===== src/rtl/slot_irq_pkg.sv =====
// Shared helpers for the slot interrupt router.
// Assumes legacy line numbers are small non-negative integers.
package slot_irq_pkg;

    // Reports whether a line number may never be a redirection target.
    function automatic logic is_reserved(input int unsigned n);
        return (n == 0) || (n == 1) || (n == 2) || (n == 6) || (n == 8);
    endfunction

endpackage


===== src/rtl/irq_pin_sync.sv =====
// Multi-stage synchronizer for a vector of asynchronous active-low pins.
// Assumes every pin is level-sensitive, so no pulse stretching is needed.
// Reset loads the inactive (high) level into every stage.
module irq_pin_sync #(
    parameter int W      = 20,
    parameter int STAGES = 2
) (
    input  logic         clk,
    input  logic         rst_n,
    input  logic [W-1:0] pins_n,
    output logic [W-1:0] pins_sync_n
);
    logic [W-1:0] stage_q [STAGES];

    genvar g;
    generate
        for (g = 0; g < STAGES; g++) begin : g_stage
            // Shift each stage one step toward the output.
            always_ff @(posedge clk) begin
                if (!rst_n) stage_q[g] <= '1;
                else if (g == 0) stage_q[g] <= pins_n;
                else stage_q[g] <= stage_q[(g == 0) ? 0 : g - 1];
            end
        end
    endgenerate

    assign pins_sync_n = stage_q[STAGES-1];
endmodule


===== src/rtl/irq_pin_fold.sv =====
// Folds per-slot interrupt pins onto shared channels with a rotation.
// Slot s is rotated by s channels; slots past the last channel count
// reuse the rotation of slot NCHAN-1. Assumes NCHAN pins per slot.
module irq_pin_fold #(
    parameter int NSLOT = 5,
    parameter int NCHAN = 4
) (
    input  logic [NSLOT*NCHAN-1:0] pins_n,
    output logic [NCHAN-1:0]       chan_act
);
    // OR every low pin into the channel its rotation selects.
    always_comb begin
        chan_act = '0;
        for (int s = 0; s < NSLOT; s++) begin
            for (int p = 0; p < NCHAN; p++) begin
                if (!pins_n[s*NCHAN+p])
                    chan_act[(p + ((s < NCHAN) ? s : NCHAN-1)) % NCHAN] = 1'b1;
            end
        end
    end
endmodule


===== src/rtl/irq_redir_regs.sv =====
// Redirection registers: one target, enable and sticky error per channel.
// A write naming a reserved line keeps the old target, clears the enable
// and sets the error. Reads are combinational on the address.
module irq_redir_regs #(
    parameter int NCHAN = 4,
    parameter int IRQ_W = 4,
    localparam int AW   = $clog2(NCHAN)
) (
    input  logic                        clk,
    input  logic                        rst_n,
    input  logic                        reg_we,
    input  logic [AW-1:0]               reg_addr,
    input  logic [IRQ_W:0]              reg_wdata,
    output logic [IRQ_W+1:0]            reg_rdata,
    output logic [NCHAN-1:0][IRQ_W-1:0] chan_tgt,
    output logic [NCHAN-1:0]            chan_en,
    output logic [NCHAN-1:0]            chan_err
);
    import slot_irq_pkg::*;

    logic wr_bad;
    assign wr_bad = is_reserved(int'(reg_wdata[IRQ_W-1:0]));

    // Apply writes, refusing reserved targets.
    always_ff @(posedge clk) begin
        if (!rst_n) begin
            chan_tgt <= '0;
            chan_en  <= '0;
            chan_err <= '0;
        end else if (reg_we) begin
            if (wr_bad) begin
                chan_en[reg_addr]  <= 1'b0;
                chan_err[reg_addr] <= 1'b1;
            end else begin
                chan_tgt[reg_addr] <= reg_wdata[IRQ_W-1:0];
                chan_en[reg_addr]  <= reg_wdata[IRQ_W];
            end
        end
    end

    // Return the addressed channel's state.
    always_comb begin
        reg_rdata = {chan_err[reg_addr], chan_en[reg_addr], chan_tgt[reg_addr]};
    end
endmodule


===== src/rtl/irq_line_steer.sv =====
// Steers active channels onto legacy request lines through a register.
// Several enabled channels on one line are ORed. Assumes targets are
// already legal; reserved lines are kept off by the register file.
module irq_line_steer #(
    parameter int NCHAN = 4,
    parameter int NIRQ  = 16,
    parameter int IRQ_W = 4
) (
    input  logic                        clk,
    input  logic                        rst_n,
    input  logic [NCHAN-1:0]            chan_act,
    input  logic [NCHAN-1:0]            chan_en,
    input  logic [NCHAN-1:0][IRQ_W-1:0] chan_tgt,
    output logic [NIRQ-1:0]             irq_out
);
    logic [NIRQ-1:0] line_hit;

    // Decode every enabled, active channel onto its target line.
    always_comb begin
        line_hit = '0;
        for (int c = 0; c < NCHAN; c++) begin
            for (int k = 0; k < NIRQ; k++) begin
                if (chan_act[c] && chan_en[c] && (chan_tgt[c] == IRQ_W'(k)))
                    line_hit[k] = 1'b1;
            end
        end
    end

    // Register the line vector.
    always_ff @(posedge clk) begin
        if (!rst_n) irq_out <= '0;
        else irq_out <= line_hit;
    end
endmodule


===== src/rtl/slot_irq_steer.sv =====
// Top of the slot interrupt router: synchronize pins, fold them onto
// shared channels, steer channels to legacy lines per programmed target.
// Assumes NCHAN pins per slot and NIRQ = 2**IRQ_W.
module slot_irq_steer #(
    parameter int NSLOT       = 5,
    parameter int NCHAN       = 4,
    parameter int NIRQ        = 16,
    parameter int SYNC_STAGES = 2,
    localparam int IRQ_W      = $clog2(NIRQ),
    localparam int AW         = $clog2(NCHAN),
    localparam int NPIN       = NSLOT * NCHAN
) (
    input  logic             clk,
    input  logic             rst_n,
    input  logic [NPIN-1:0]  slot_int_n,
    input  logic             reg_we,
    input  logic [AW-1:0]    reg_addr,
    input  logic [IRQ_W:0]   reg_wdata,
    output logic [IRQ_W+1:0] reg_rdata,
    output logic [NIRQ-1:0]  irq_out
);
    logic [NPIN-1:0]            pins_sync_n;
    logic [NCHAN-1:0]           chan_act;
    logic [NCHAN-1:0][IRQ_W-1:0] chan_tgt;
    logic [NCHAN-1:0]           chan_en;
    logic [NCHAN-1:0]           chan_err;

    irq_pin_sync #(.W(NPIN), .STAGES(SYNC_STAGES)) u_sync (
        .clk(clk), .rst_n(rst_n), .pins_n(slot_int_n), .pins_sync_n(pins_sync_n)
    );

    irq_pin_fold #(.NSLOT(NSLOT), .NCHAN(NCHAN)) u_fold (
        .pins_n(pins_sync_n), .chan_act(chan_act)
    );

    irq_redir_regs #(.NCHAN(NCHAN), .IRQ_W(IRQ_W)) u_regs (
        .clk(clk), .rst_n(rst_n), .reg_we(reg_we), .reg_addr(reg_addr),
        .reg_wdata(reg_wdata), .reg_rdata(reg_rdata),
        .chan_tgt(chan_tgt), .chan_en(chan_en), .chan_err(chan_err)
    );

    irq_line_steer #(.NCHAN(NCHAN), .NIRQ(NIRQ), .IRQ_W(IRQ_W)) u_steer (
        .clk(clk), .rst_n(rst_n), .chan_act(chan_act), .chan_en(chan_en),
        .chan_tgt(chan_tgt), .irq_out(irq_out)
    );
endmodule


===== config.mk =====
export PLATFORM = sky130hd
export DESIGN_NAME = slot_irq_steer
export DESIGN_NICKNAME = d
export VERILOG_FILES = /design/src/rtl/slot_irq_pkg.sv /design/src/rtl/irq_pin_sync.sv /design/src/rtl/irq_pin_fold.sv /design/src/rtl/irq_redir_regs.sv /design/src/rtl/irq_line_steer.sv /design/src/rtl/slot_irq_steer.sv
export SDC_FILE = /design/constraint.sdc
export NUM_CORES = 1
export LEC_CHECK = 0
export BUFFER_PORTS_ARGS = -buffer_cell sky130_fd_sc_hd__buf_2
export CORE_AREA = 5 5 121 66
export DETAILED_ROUTE_END_ITERATION = 16
export DIE_AREA = 0 0 126 71
export GPL_ROUTABILITY_DRIVEN = 0
export GPL_TIMING_DRIVEN = 0
export HOLD_SLACK_MARGIN = 0.03
export PLACE_DENSITY = 0.78
export SYNTH_ARGS = -nofsm -noshare
export SYNTH_HDL_FRONTEND = slang
export SYNTH_HIERARCHICAL = 1
export SYNTH_SLANG_ARGS = --single-unit

===== constraint.sdc =====
create_clock -name clk -period 1.85 [get_ports clk]
set_input_delay 0.0925 -clock clk [delete_from_list [all_inputs] [get_ports clk]]
set_output_delay 0.0925 -clock clk [all_outputs]
set_load 0.005 [all_outputs]

==> metrics.md <==
| Metric | Value |
|---|---|
| Number of hold violations in the final report | 0 |
| CTS tree | yes |
| Routed WL per cell | 16.9 um |
| # IOs | 52 |
| Hpwl dp | 5900 um |
| Yosys Warn Count | 6 |
| Syn_nets | 333 |
| Leakage | 1.67 nW |
| Filler cells | 593 |
| Min cycle time layout | 1450 ps |
| Port Buf Inserts | 48 |
| Via density | 5.52 |
| Hold slack | 37.0 ps |
| Synth top area share | 49.9% |
| Initial antenna violation count | 0 |
| Die height | 71 um |
| Placed cell area | 0.00357 sq mm |
| Drt total wl | 8240 um |
| Synth cell count leaders | 80 x dfxtp_1, 47 x nand2b_1, 38 x nand2_1 |
| Max-slew violation count | 0 |
| Fraction of registers with async set/reset | 0% |
| Clock Tree Buf Depth | 2 |
| Post-Syn Area | 0.00321 sq mm |
| Pwr dens | 939 mW/mm^2 |
| Register area | 0.00160 sq mm |
| Post-CTS setup buffers | 0 |
| Setup TNS | 0 ps |
| Sink Count | 80 |
| Startpoint Class | flip-flop |
| Die X-Extent | 126 um |
| Vias | 2695 |
| Setup ws final | 395 ps |
| Remaining DRCs | 0 |
| Antenna Cells | 0 |
| Global Route Usage Sum | 18.8% |
| Initial core utilization | 46.2% |
| Multi-input gate area | 0.00153 sq mm |
| Relative slew margins | 66.7% |
| Layout cells sized above 1 | 23.2% |
| Max Fclk | 687 MHz |
| Final Cell Area | 0.00411 sq mm |
| Register bit total from synthesis | 80 |
| Largest net degree at the start of global routing | 15 |
| Clock transition at path regs | 60 ps |
| Leading area contributor after synthesis | dfxtp_1 |
| Max cap viols | 0 |
| Worst skew pair latency | 340 ps |
| Row cnt | 22 |
| Distinct cells, synth | 32 |
| Critical path class | flip-flop to flip-flop |
| Count of flip-flops with a built-in enable after synthesis | 0 |
| Worst-Margin Slew | 500 ps |
| Post-Place Worst Slack | 451 ps |
| Setup violators final | 0 |
| Gr ovfl total | 0 |
| Peak supply drop | 0.505 mV |
| Critical path required time | 2060 ps |
| Post-Syn Area per Cell | 10.6 sq um |
| Core area | 0.00694 sq mm |
| Crit Path Max Fanout | 5 |
| Full die area | 0.00895 sq mm |
| Status | complete, no violations |
| Count leader, synth | dfxtp_1 |
| RSZ-0062 raised after global routing | no |
| Num CTS Buffers | 9 |
| Crit. End Element | flip-flop |
| First-pass iteration count of the detailed router | 8 |
| Ranking of synthesized cells by area | dfxtp_1 50%, nand2b_1 9.2%, o22ai_1 5.5% |
| Skew final | 6.90 ps |
| Synth Instances | 303 |
| Area grow syn2layout | 28.3% |
| First-pass GRT wire length | 13000 um |
| Iter 0 DRT Violations | 267 |
| Antenna-violating nets left | 0 |
| Fin crit share | 78.6% |
| Worst Path Arrival | 1670 ps |
| CTS root buf | clkbuf_16 |
| Sequential share of the synthesized area | 49.9% |
| Synth Flop Type | dfxtp_1 |
| Final nets | 417 |
| Htree depth | 3 |
| Vias in the first global route | 2596 |
| Class of the worst hold path | primary input to flip-flop |
==> worst paths after layout <==
path / start / to / slack [ps] / depth (start not counted)
setup / recovery: u_sync/stage_q[1][10]$_SDFF_PN1_ / u_steer/irq_out[6]$_SDFF_PN0_ / 400 / 5
hold / removal: rst_n / u_sync/stage_q[1][0]$_SDFF_PN1_ / 40 / 2
setup reg to reg: u_sync/stage_q[1][10]$_SDFF_PN1_ / u_steer/irq_out[6]$_SDFF_PN0_ / 400 / 5
hold reg to reg: u_sync/stage_q[0][12]$_SDFF_PN1_ / u_sync/stage_q[1][12]$_SDFF_PN1_ / 410 / 1
==> power by group <==
part / internal (mW) / leakage, nW / switching (mW)
registers: 1.78 / 0.656 / 0.0294
clock network: 1.05 / 0.139 / 0.695
logic: 0.150 / 0.876 / 0.158
total: 2.98 / 1.67 / 0.883
==> cell type report <==
type                       count  area share [%]
buffer                        13            1.73
clock buffer                  10            5.57
clock inverter                 6            1.64
multi-input combinational    210            37.3
sequential                    80            38.9
tap                           96            2.92
timing repair buffer          73            11.9
==> layout by cell type, fill, tap and decap left out, types with 3 or more instances in the layout <==
| cell type | count |
|---|---|
| or2_4 | 3 |
| clkbuf_16 | 9 |
| and3_1 | 5 |
| clkbuf_1 | 4 |
| nand3_1 | 8 |
| nand4_1 | 4 |
| dfxtp_1 | 80 |
| o21ai_1 | 4 |
| mux2i_1 | 16 |
| buf_2 | 54 |
| nand2_1 | 38 |
| mux4_2 | 6 |
| o211ai_4 | 4 |
| o32ai_1 | 6 |
| o21a_1 | 16 |
| o22ai_1 | 28 |
| nand2b_1 | 47 |
| nand4b_1 | 9 |
| dlygate4sd3_1 | 25 |
==> per-layer routing <==
layer	global-route usage, %	wire, um	up-vias
li1	-	-	1268
met1	24.5	3610	1261
met2	27.7	3580	153
met3	8.30	938	13
met4	6.90	119	0
met5	0	0	-
==> cells by family after synthesis <==
kind of cell    count (synthesis)  share of synthesized area [%]
buf+inv                        13                           2.22
flops                          80                           49.9
mux                            23                           9.68
simple gates                  126                           23.0
compound gates                 61                           15.2
==> repair_timing <==
action,in CTS,in global routing
endpoints found under the hold margin,20,0
hold buffers,25,0
resized for setup,0,0
==> metrics by stage <==
step / instances / util (%) / power, mW
after floorplan: 303 / - / 2.01
after global placement: 447 / 51.4 / 2.09
after detailed placement: 447 / 51.4 / 2.11
after CTS: 488 / 59.3 / 3.88
after global routing: 488 / 59.3 / 4.00
final: 488 / 59.3 / 3.86
==> flip-flops by register name, indices dropped and copies added, names as in the netlist <==
name / flops
u_regs/chan_en: 4
u_regs/chan_err: 4
u_regs/chan_tgt: 16
u_steer/irq_out: 16
u_sync/stage_q: 40
==> worst max-delay path, cell delays in order (launching register included) <==
cell and delay [ps]:
dfxtp_1 300, and3_1 160, nand3_1 210, nand4b_1 280, nor2_1 80, o31a_1 300
Power figures use the tool's default switching activity.
